==> src/rtl/lcdt_pkg.sv <==
package lcdt_pkg;

    // Field widths fixed by the 32-bit register packing.
    localparam int REG_W  = 32;
    localparam int POS_W  = 16;
    localparam int SYNC_W = 10;

    // Byte offsets of the register file.
    localparam int OFS_CFG    = 'h00;
    localparam int OFS_VSW    = 'h04;
    localparam int OFS_HSW    = 'h08;
    localparam int OFS_TOTAL  = 'h0C;
    localparam int OFS_HWIN   = 'h10;
    localparam int OFS_VWIN   = 'h14;
    localparam int OFS_CTRL   = 'h30;
    localparam int OFS_STATUS = 'h34;

    // Configuration bit positions (bit 8 is the lowest kept bit).
    localparam int CFG_LSB      = 8;
    localparam int CFG_VS_LOW   = 8;
    localparam int CFG_DE_LOW   = 9;
    localparam int CFG_PCLK_NEG = 10;
    localparam int CFG_HS_LOW   = 11;
    localparam int CFG_KEEP     = 4;

    // Control bit positions.
    localparam int CTL_START = 3;
    localparam int CTL_STOP  = 4;

    typedef struct packed {
        logic [SYNC_W-1:0] hsw;
        logic [SYNC_W-1:0] vsw;
        logic [POS_W-1:0]  htot;
        logic [POS_W-1:0]  vtot;
        logic [POS_W-1:0]  hbeg;
        logic [POS_W-1:0]  hend;
        logic [POS_W-1:0]  vbeg;
        logic [POS_W-1:0]  vend;
    } lcdt_timing_t;

    typedef enum logic [1:0] {
        ST_IDLE  = 2'd0,
        ST_RUN   = 2'd1,
        ST_DRAIN = 2'd2
    } lcdt_state_e;

endpackage

==> src/rtl/lcdt_regfile.sv <==
module lcdt_regfile
    import lcdt_pkg::*;
#(
    parameter int ADDR_W = 6
) (
    input  logic                clk,
    input  logic                rst_n,
    input  logic                we,
    input  logic [ADDR_W-1:0]   addr,
    input  logic [REG_W-1:0]    wdata,
    output logic [REG_W-1:0]    rdata,
    input  logic                scanning,
    input  logic                draining,
    input  logic                stop_done,
    output lcdt_timing_t        timing_o,
    output logic [CFG_KEEP-1:0] cfg_o,
    output logic                req_start_o,
    output logic                req_stop_o,
    output logic                stat_o
);

    localparam logic [ADDR_W-1:0] A_CFG    = ADDR_W'(OFS_CFG);
    localparam logic [ADDR_W-1:0] A_VSW    = ADDR_W'(OFS_VSW);
    localparam logic [ADDR_W-1:0] A_HSW    = ADDR_W'(OFS_HSW);
    localparam logic [ADDR_W-1:0] A_TOTAL  = ADDR_W'(OFS_TOTAL);
    localparam logic [ADDR_W-1:0] A_HWIN   = ADDR_W'(OFS_HWIN);
    localparam logic [ADDR_W-1:0] A_VWIN   = ADDR_W'(OFS_VWIN);
    localparam logic [ADDR_W-1:0] A_CTRL   = ADDR_W'(OFS_CTRL);
    localparam logic [ADDR_W-1:0] A_STATUS = ADDR_W'(OFS_STATUS);

    lcdt_timing_t        tim_q;
    logic [CFG_KEEP-1:0] cfg_q;
    logic                stat_q;

    // Programmed timing and configuration.
    always_ff @(posedge clk or negedge rst_n) begin
        if (!rst_n) begin
            tim_q <= '0;
            cfg_q <= '0;
        end else if (we) begin
            case (addr)
                A_CFG:   cfg_q <= wdata[CFG_LSB +: CFG_KEEP];
                A_VSW:   tim_q.vsw <= wdata[SYNC_W-1:0];
                A_HSW:   tim_q.hsw <= wdata[SYNC_W-1:0];
                A_TOTAL: begin
                    tim_q.htot <= wdata[2*POS_W-1:POS_W];
                    tim_q.vtot <= wdata[POS_W-1:0];
                end
                A_HWIN: begin
                    tim_q.hbeg <= wdata[2*POS_W-1:POS_W];
                    tim_q.hend <= wdata[POS_W-1:0];
                end
                A_VWIN: begin
                    tim_q.vbeg <= wdata[2*POS_W-1:POS_W];
                    tim_q.vend <= wdata[POS_W-1:0];
                end
                default: ;
            endcase
        end
    end

    // Sticky stopped flag: a set from the sequencer beats a clear.
    always_ff @(posedge clk or negedge rst_n) begin
        if (!rst_n) begin
            stat_q <= 1'b0;
        end else if (stop_done) begin
            stat_q <= 1'b1;
        end else if (we && addr == A_STATUS && !wdata[0]) begin
            stat_q <= 1'b0;
        end
    end

    assign req_start_o = we && (addr == A_CTRL) && wdata[CTL_START];
    assign req_stop_o  = we && (addr == A_CTRL) && wdata[CTL_STOP];

    always_comb begin
        rdata = '0;
        case (addr)
            A_CFG:    rdata[CFG_LSB +: CFG_KEEP] = cfg_q;
            A_VSW:    rdata[SYNC_W-1:0] = tim_q.vsw;
            A_HSW:    rdata[SYNC_W-1:0] = tim_q.hsw;
            A_TOTAL:  rdata = {tim_q.htot, tim_q.vtot};
            A_HWIN:   rdata = {tim_q.hbeg, tim_q.hend};
            A_VWIN:   rdata = {tim_q.vbeg, tim_q.vend};
            A_CTRL: begin
                rdata[CTL_START] = scanning;
                rdata[CTL_STOP]  = draining;
            end
            A_STATUS: rdata[0] = stat_q;
            default:  rdata = '0;
        endcase
    end

    assign timing_o = tim_q;
    assign cfg_o    = cfg_q;
    assign stat_o   = stat_q;

endmodule

==> src/rtl/lcdt_seq_fsm.sv <==
module lcdt_seq_fsm
    import lcdt_pkg::*;
(
    input  logic clk,
    input  logic rst_n,
    input  logic req_start,
    input  logic req_stop,
    input  logic frame_last,
    output logic scanning,
    output logic draining,
    output logic load_start,
    output logic stop_done
);

    lcdt_state_e state_q;
    lcdt_state_e state_d;

    // State register.
    always_ff @(posedge clk or negedge rst_n) begin
        if (!rst_n) begin
            state_q <= ST_IDLE;
        end else begin
            state_q <= state_d;
        end
    end

    // Transitions and outputs.
    always_comb begin
        state_d    = state_q;
        scanning   = 1'b0;
        draining   = 1'b0;
        load_start = 1'b0;
        stop_done  = 1'b0;
        unique case (state_q)
            ST_IDLE: begin
                if (req_stop) begin
                    stop_done = 1'b1;
                end else if (req_start) begin
                    state_d    = ST_RUN;
                    load_start = 1'b1;
                end
            end
            ST_RUN: begin
                scanning = 1'b1;
                if (req_stop) begin
                    state_d = ST_DRAIN;
                end
            end
            ST_DRAIN: begin
                scanning = 1'b1;
                draining = 1'b1;
                if (req_start && !req_stop) begin
                    state_d = ST_RUN;
                end else if (frame_last) begin
                    state_d   = ST_IDLE;
                    stop_done = 1'b1;
                end
            end
            default: state_d = ST_IDLE;
        endcase
    end

endmodule

==> src/rtl/lcdt_scan.sv <==
module lcdt_scan
    import lcdt_pkg::*;
(
    input  logic             clk,
    input  logic             rst_n,
    input  logic             pix_ce,
    input  logic             scanning,
    input  logic             load_start,
    input  lcdt_timing_t     live_i,
    output lcdt_timing_t     shadow_o,
    output logic [POS_W-1:0] h_o,
    output logic [POS_W-1:0] v_o,
    output logic             frame_last_o,
    output logic [2:0]       raw_o
);

    localparam int PAD_W = POS_W - SYNC_W;

    lcdt_timing_t     sh_q;
    logic [POS_W-1:0] h_q;
    logic [POS_W-1:0] v_q;
    logic             h_last;
    logic             v_last;
    logic             frame_last;
    logic             h_in;
    logic             v_in;

    assign h_last     = (h_q == sh_q.htot - POS_W'(1));
    assign v_last     = (v_q == sh_q.vtot - POS_W'(1));
    assign frame_last = scanning && pix_ce && h_last && v_last;

    // Shadow copy taken at scan start and at every frame wrap.
    always_ff @(posedge clk or negedge rst_n) begin
        if (!rst_n) begin
            sh_q <= '0;
        end else if (load_start || frame_last) begin
            sh_q <= live_i;
        end
    end

    // Position counters.
    always_ff @(posedge clk or negedge rst_n) begin
        if (!rst_n) begin
            h_q <= '0;
            v_q <= '0;
        end else if (!scanning) begin
            h_q <= '0;
            v_q <= '0;
        end else if (pix_ce) begin
            if (h_last) begin
                h_q <= '0;
                v_q <= v_last ? '0 : v_q + POS_W'(1);
            end else begin
                h_q <= h_q + POS_W'(1);
            end
        end
    end

    assign h_in = (h_q >= sh_q.hbeg) && (h_q < sh_q.hend);
    assign v_in = (v_q >= sh_q.vbeg) && (v_q < sh_q.vend);

    // raw_o: [0] line sync, [1] frame sync, [2] data-enable; all active high.
    assign raw_o[0] = scanning && (h_q < {{PAD_W{1'b0}}, sh_q.hsw});
    assign raw_o[1] = scanning && (v_q < {{PAD_W{1'b0}}, sh_q.vsw});
    assign raw_o[2] = scanning && h_in && v_in;

    assign shadow_o     = sh_q;
    assign h_o          = h_q;
    assign v_o          = v_q;
    assign frame_last_o = frame_last;

endmodule

==> src/rtl/lcdt_pin_drive.sv <==
module lcdt_pin_drive #(
    parameter int N_SIG = 3
) (
    input  logic [N_SIG-1:0] raw_i,
    input  logic [N_SIG-1:0] act_low_i,
    output logic [N_SIG-1:0] pin_o
);

    for (genvar g = 0; g < N_SIG; g++) begin : g_pol
        assign pin_o[g] = raw_i[g] ^ act_low_i[g];
    end

endmodule

==> src/rtl/lcd_sync_timing_gen.sv <==
module lcd_sync_timing_gen
    import lcdt_pkg::*;
#(
    parameter int ADDR_W = 6
) (
    input  logic              clk,
    input  logic              rst_n,
    input  logic              pix_ce,
    input  logic              reg_we,
    input  logic [ADDR_W-1:0] reg_addr,
    input  logic [31:0]       reg_wdata,
    output logic [31:0]       reg_rdata,
    output logic              hsync_o,
    output logic              vsync_o,
    output logic              de_o,
    output logic              pclk_falling_o,
    output logic [15:0]       pix_x_o,
    output logic [15:0]       pix_y_o
);

    lcdt_timing_t        live_tim;
    lcdt_timing_t        shadow_tim;
    logic [CFG_KEEP-1:0] cfg_bits;
    logic                req_start;
    logic                req_stop;
    logic                scanning;
    logic                draining;
    logic                load_start;
    logic                stop_done;
    logic                frame_last;
    logic                stat_bit;
    logic [2:0]          raw_sig;
    logic [2:0]          act_low;
    logic [2:0]          pins;
    logic [POS_W-1:0]    h_cnt;
    logic [POS_W-1:0]    v_cnt;

    // Views of shadow state for the bound checker.
    logic [POS_W-1:0]    h_tot_s;
    logic [POS_W-1:0]    v_tot_s;
    logic [SYNC_W-1:0]   hsw_s;

    lcdt_regfile #(
        .ADDR_W (ADDR_W)
    ) u_regs (
        .clk         (clk),
        .rst_n       (rst_n),
        .we          (reg_we),
        .addr        (reg_addr),
        .wdata       (reg_wdata),
        .rdata       (reg_rdata),
        .scanning    (scanning),
        .draining    (draining),
        .stop_done   (stop_done),
        .timing_o    (live_tim),
        .cfg_o       (cfg_bits),
        .req_start_o (req_start),
        .req_stop_o  (req_stop),
        .stat_o      (stat_bit)
    );

    lcdt_seq_fsm u_fsm (
        .clk        (clk),
        .rst_n      (rst_n),
        .req_start  (req_start),
        .req_stop   (req_stop),
        .frame_last (frame_last),
        .scanning   (scanning),
        .draining   (draining),
        .load_start (load_start),
        .stop_done  (stop_done)
    );

    lcdt_scan u_scan (
        .clk          (clk),
        .rst_n        (rst_n),
        .pix_ce       (pix_ce),
        .scanning     (scanning),
        .load_start   (load_start),
        .live_i       (live_tim),
        .shadow_o     (shadow_tim),
        .h_o          (h_cnt),
        .v_o          (v_cnt),
        .frame_last_o (frame_last),
        .raw_o        (raw_sig)
    );

    assign act_low[0] = cfg_bits[CFG_HS_LOW - CFG_LSB];
    assign act_low[1] = cfg_bits[CFG_VS_LOW - CFG_LSB];
    assign act_low[2] = cfg_bits[CFG_DE_LOW - CFG_LSB];

    lcdt_pin_drive #(
        .N_SIG (3)
    ) u_pins (
        .raw_i     (raw_sig),
        .act_low_i (act_low),
        .pin_o     (pins)
    );

    assign hsync_o        = pins[0];
    assign vsync_o        = pins[1];
    assign de_o           = pins[2];
    assign pclk_falling_o = cfg_bits[CFG_PCLK_NEG - CFG_LSB];
    assign pix_x_o        = h_cnt;
    assign pix_y_o        = v_cnt;

    assign h_tot_s = shadow_tim.htot;
    assign v_tot_s = shadow_tim.vtot;
    assign hsw_s   = shadow_tim.hsw;

endmodule

==> config.mk <==
export PLATFORM = sky130hd
export DESIGN_NAME = lcd_sync_timing_gen
export DESIGN_NICKNAME = d
export VERILOG_FILES = /design/src/rtl/lcdt_pkg.sv /design/src/rtl/lcdt_regfile.sv /design/src/rtl/lcdt_seq_fsm.sv /design/src/rtl/lcdt_scan.sv /design/src/rtl/lcdt_pin_drive.sv /design/src/rtl/lcd_sync_timing_gen.sv
export SDC_FILE = /design/constraint.sdc
export NUM_CORES = 1
export LEC_CHECK = 0
export CAP_MARGIN = 20
export CORE_MARGIN = 4
export CORE_UTILIZATION = 55
export CTS_BUF_LIST = sky130_fd_sc_hd__clkbuf_8 sky130_fd_sc_hd__clkbuf_16
export CTS_CLUSTER_SIZE = 40
export DETAILED_ROUTE_END_ITERATION = 12
export PLACE_DENSITY = 0.79
export SYNTH_ARGS = -nofsm -noshare
export SYNTH_HDL_FRONTEND = slang
export SYNTH_HIERARCHICAL = 1
export SYNTH_SLANG_ARGS = --single-unit
==> constraint.sdc <==
create_clock -name clk -period 7.75 [get_ports clk]
set_input_delay 1.55 -clock clk [delete_from_list [all_inputs] [get_ports clk]]
set_output_delay 1.55 -clock clk [all_outputs]
set_load 0.005 [all_outputs]
==> impl_table.tex <==
\begin{tabular}{lr}
\hline
Metric & Value \\
\hline
\multicolumn{2}{l}{\textbf{Setup path}} \\
Required time of the worst setup path & 6.20 ns \\
Most prevalent standard cell on the critical path & sky130\_fd\_sc\_hd\_\_clkdlybuf4s50\_1 \\
Register-to-Register Setup Slack & 3.63 ns \\
Slowest cell delay on critical path & 0.73 ns \\
Number of cell instances on the worst register-to-register path & 9 \\
Worst reg2reg path startpoint & u\_scan/shadow\_o[83] \\
Maximum fanout count along the critical path & 17 \\
Endpoint arrival time on the critical path & 4.87 ns \\
Cell Chain, Critical Path & clkdlybuf4s50\_1, nor2b\_1, and3\_1, buf\_4, a222oi\_1, inv\_1, clkdlybuf4s50\_1 \\
CP Class & input port to output pin \\
Worst Setup End Kind & output pin \\
Worst R2R End & u\_scan/shadow\_o[23] \\
Master of the slowest instance on the critical path & sky130\_fd\_sc\_hd\_\_and3\_1 \\
Critical Path Start Type & input port \\
\multicolumn{2}{l}{\textbf{GRT}} \\
First-pass GRT wire length & 62840 microns \\
Largest net degree at the start of global routing & 121 \\
Initial antenna violation count & 1 \\
Via count of the first global-routing pass & between 10000 and 15000 \\
Global-route usage over all layers & 25.99\% \\
Total grt overflow & 0 \\
\multicolumn{2}{l}{\textbf{Synth}} \\
Synth top area cells & sky130\_fd\_sc\_hd\_\_dfrtp\_1 45\%, sky130\_fd\_sc\_hd\_\_mux2\_2 12\%, sky130\_fd\_sc\_hd\_\_ha\_1 7.6\% \\
Synthesized area divided by synthesized cell count & 11.86 sq um \\
Number of distinct library cell variants in the gate-level netlist after synthesis & 76 \\
Post-synth net total & between 1000 and 1500 \\
Gate count after technology mapping & 1271 \\
Leading cell type by number of instances after synthesis & sky130\_fd\_sc\_hd\_\_dfrtp\_1 \\
Sequential area share after synthesis & about 45\% \\
Synth top cells by count & 271 x sky130\_fd\_sc\_hd\_\_dfrtp\_1, 167 x sky130\_fd\_sc\_hd\_\_mux2\_2, 126 x sky130\_fd\_sc\_hd\_\_inv\_1, 91 x sky130\_fd\_sc\_hd\_\_ha\_1, 70 x sky130\_fd\_sc\_hd\_\_mux2\_4 \\
Synth async-reset ratio & 100.0\% \\
Ys Warns & 6 \\
Cell type with the largest total area after synthesis & sky130\_fd\_sc\_hd\_\_dfrtp\_1 \\
Flip-flop and latch count after synthesis & 271 \\
Proportion of netlist area held by the largest area contributor & 44.99\% \\
Number of enable flip-flop cells after synthesis & 0 \\
Cell area after synthesis & 15070 sq um \\
Commonest register cell after synthesis & sky130\_fd\_sc\_hd\_\_dfrtp\_1 \\
\multicolumn{2}{l}{\textbf{Clock tree}} \\
Number of clock sinks seen by CTS & roughly 270 \\
Number of buffers added to fix hold violations after cts & 0 \\
Clock latency at the later pin of the worst-skew pair & 0.54 ns \\
Clock Path Buffers & 3 \\
Post-CTS Resized & 0 \\
Inserted Clock Buffers & 29 \\
Clock Pin Slew Worst Setup and Hold Paths & 0.06 ns \\
Buffer cell driving the clock tree root & sky130\_fd\_sc\_hd\_\_clkbuf\_16 \\
Depth of the CTS H-tree & 1 \\
Post-CTS Repair Setup Buffers & 0 \\
CTS tree & built \\
\multicolumn{2}{l}{\textbf{Timing}} \\
Transition time at the pin with the least slew margin & 1.030 ns \\
Final Critical Period & 6.416 ns \\
Max-slew violation count & 0 \\
Number of hold violations in the final report & 0 \\
Worst max-slew margin expressed relative to the limit & a little under a third \\
Final worst-path cycle share & 82.78\% \\
Setup repair after global routing missed its margin & false \\
Setup Skew & 0.01401 ns \\
Peak clock frequency supported by timing & 155.9 MHz \\
Number of failing setup endpoints in the final timing report & 0 \\
Total Negative Setup Slacks & 0 ns \\
\multicolumn{2}{l}{\textbf{Floorplan}} \\
Area of the core & 26950 sq um \\
Placement row count & 60 \\
Die span in x & 173.5 microns \\
Initial core utilization & 55.92\% \\
Die Y-Extent & 173.5 microns \\
Num ports & 110 \\
Area of the die & 30120 sq um \\
\multicolumn{2}{l}{\textbf{Place}} \\
RePlAce Congestion & 0.9128 \\
Detailed placement HPWL & 28320 microns \\
Post-detailed-placement cell area & 16380 sq um \\
Number of port buffers & 109 \\
\multicolumn{2}{l}{\textbf{Final layout}} \\
Total Nets Final & between 1500 and 2000 \\
Post-route cell area & 17350 sq um \\
Layout Area Growth over Synthesis & 15.08\% \\
Share of post-route cells with drive strength above 1 & a little under a quarter \\
Ant diodes & 0 \\
\multicolumn{2}{l}{\textbf{Power and ir drop}} \\
Worst-case vdd ir drop & 219.2 uV \\
Int Pwr & 2.632 mW \\
Switching Share & around 28\% \\
Seq pwr share & 44.9\% \\
Net Switching & 1.042 mW \\
Power share of the combinational group & 18.2\% \\
Leak & approximately 8.5 nW \\
Power share of the clock group & around 37\% \\
Total power divided by cell area & 211.8 nW/um\^{}2 \\
\multicolumn{2}{l}{\textbf{Routing}} \\
Wirelength per Cell & around 23 microns \\
Routed wire length & 39980 microns \\
Drt initial violations & slightly below 1000 \\
DRT Pass-1 Iters & 7 \\
Routed vias & 10737 \\
Remaining DRCs & 0 \\
Vias per Instance & slightly above 6 \\
Final ANT Viol Nets & 0 \\
\multicolumn{2}{l}{\textbf{Worst hold path}} \\
Class of the most critical hold timing path & flop to flop \\
Worst Hold Launch & u\_scan/shadow\_o[55] \\
Hold Path Depth & 1 \\
Min-Delay Endpoint & u\_scan/shadow\_o[55] \\
\multicolumn{2}{l}{\textbf{Run}} \\
\# Max-Cap Violations & 0 \\
\multicolumn{2}{l}{\textbf{Run status}} \\
Result of the run & complete, no violations \\
\hline
\end{tabular}
==> stage by stage <==
step / utilization [%] / hold WS, ns / power [mW] / setup WS [ns] / instances
global placement: 60.78 / 0.4771 / 2.308 / 1.629 / 1680
finish: 64.36 / 0.5026 / 3.674 / 1.334 / 1733
CTS: 64.26 / 0.4938 / 3.683 / 1.467 / 1732
floorplan: - / 0.4501 / 2.053 / 3.429 / 1271
detailed placement: 60.78 / 0.4806 / 2.331 / 1.468 / 1680
global route: 64.36 / 0.5117 / 3.822 / 1.241 / 1733
==> power groups by stage <==
stage	Combinational [mW]	Clock [mW]	Sequential [mW]
2_1_floorplan	0.441	0	1.61
3_3_place_gp	0.636	0	1.67
3_5_place_dp	0.657	0	1.67
4_1_cts	0.663	1.37	1.65
5_1_grt	0.730	1.43	1.66
6_report	0.670	1.35	1.65
==> per-layer routing <==
metal	vias up	track usage, %	part of all wire, %
met3	81	4.406	7.2
met5	-	0	0
met1	5420	35.51	42
met4	0	7.416	2.8
li1	4792	-	-
met2	444	43.06	48
==> state kept, by name, summed over array words and instances (netlist names) <==
name and flops:
u_scan/shadow_o 116, u_regs/cfg_o 4, u_regs/stat_o 1, u_scan/v_o 16, u_scan/h_o 16, u_fsm/state_q 2
u_regs/timing_o 116
==> worst max-delay path, delay by kind of cell <==
family | cells | cell delay [ns]
AOI/OAI and AO/OA | 1 | 0.19
buffers and inverters | 4 | 1.70
and+or+nand+nor | 2 | 1.41
==> kinds of logic after synthesis <==
family	after synthesis	synth area share [%]
buffers and inverters	177	5.230
muxes	258	21.06
adders and majority gates	91	7.554
DFF	271	44.99
AOI/OAI and AO/OA	189	8.899
and+or+nand+nor	236	9.414
xor gates and xnor gates	49	2.847
==> area by class of cell <==
cell class                 count  area [sq um]
fill                        2041          9605
tap                          341         426.7
inverter                     127         476.7
sequential                   271          6782
timing repair buffer         119          1204
clock inverter                17         130.1
multi-input combinational    823          7518
clock buffer                  35         808.3
==> layout by cell type (no fill, tap or decap), types with 7 or more instances in the layout <==
cell and instances:
sky130_fd_sc_hd__mux2i_1 13, sky130_fd_sc_hd__nor2_1 42, sky130_fd_sc_hd__ha_1 91, sky130_fd_sc_hd__and3_1 16, sky130_fd_sc_hd__or3_1 11, sky130_fd_sc_hd__buf_4 8
sky130_fd_sc_hd__nand4_1 21, sky130_fd_sc_hd__xnor2_1 25, sky130_fd_sc_hd__clkbuf_16 29, sky130_fd_sc_hd__a21oi_1 27, sky130_fd_sc_hd__inv_1 133, sky130_fd_sc_hd__nor2b_1 10
sky130_fd_sc_hd__a21o_1 27, sky130_fd_sc_hd__clkdlybuf4s50_1 108, sky130_fd_sc_hd__a222oi_1 22, sky130_fd_sc_hd__o21ai_0 44, sky130_fd_sc_hd__clkinv_2 7, sky130_fd_sc_hd__a31oi_1 10
sky130_fd_sc_hd__mux2_4 70, sky130_fd_sc_hd__dfrtp_1 271, sky130_fd_sc_hd__a22oi_1 12, sky130_fd_sc_hd__nor3_1 12, sky130_fd_sc_hd__nor4_1 14, sky130_fd_sc_hd__nand3_1 23
sky130_fd_sc_hd__mux2_2 167, sky130_fd_sc_hd__xor2_1 24, sky130_fd_sc_hd__nand2b_1 16, sky130_fd_sc_hd__nand2_1 25
==> how the worst max path moves through the flow <==
stage | start | end | slack (ns) | depth (start not counted)
floorplan | reg_addr[2] | reg_rdata[16] | 3.43 | 8
global placement | reg_addr[3] | reg_rdata[8] | 1.63 | 7
detailed placement | reg_addr[3] | reg_rdata[8] | 1.47 | 7
CTS | reg_addr[3] | reg_rdata[5] | 1.47 | 7
global route | reg_addr[3] | reg_rdata[5] | 1.24 | 7
finish | reg_addr[3] | reg_rdata[8] | 1.33 | 7
Power figures use the tool's default switching activity.
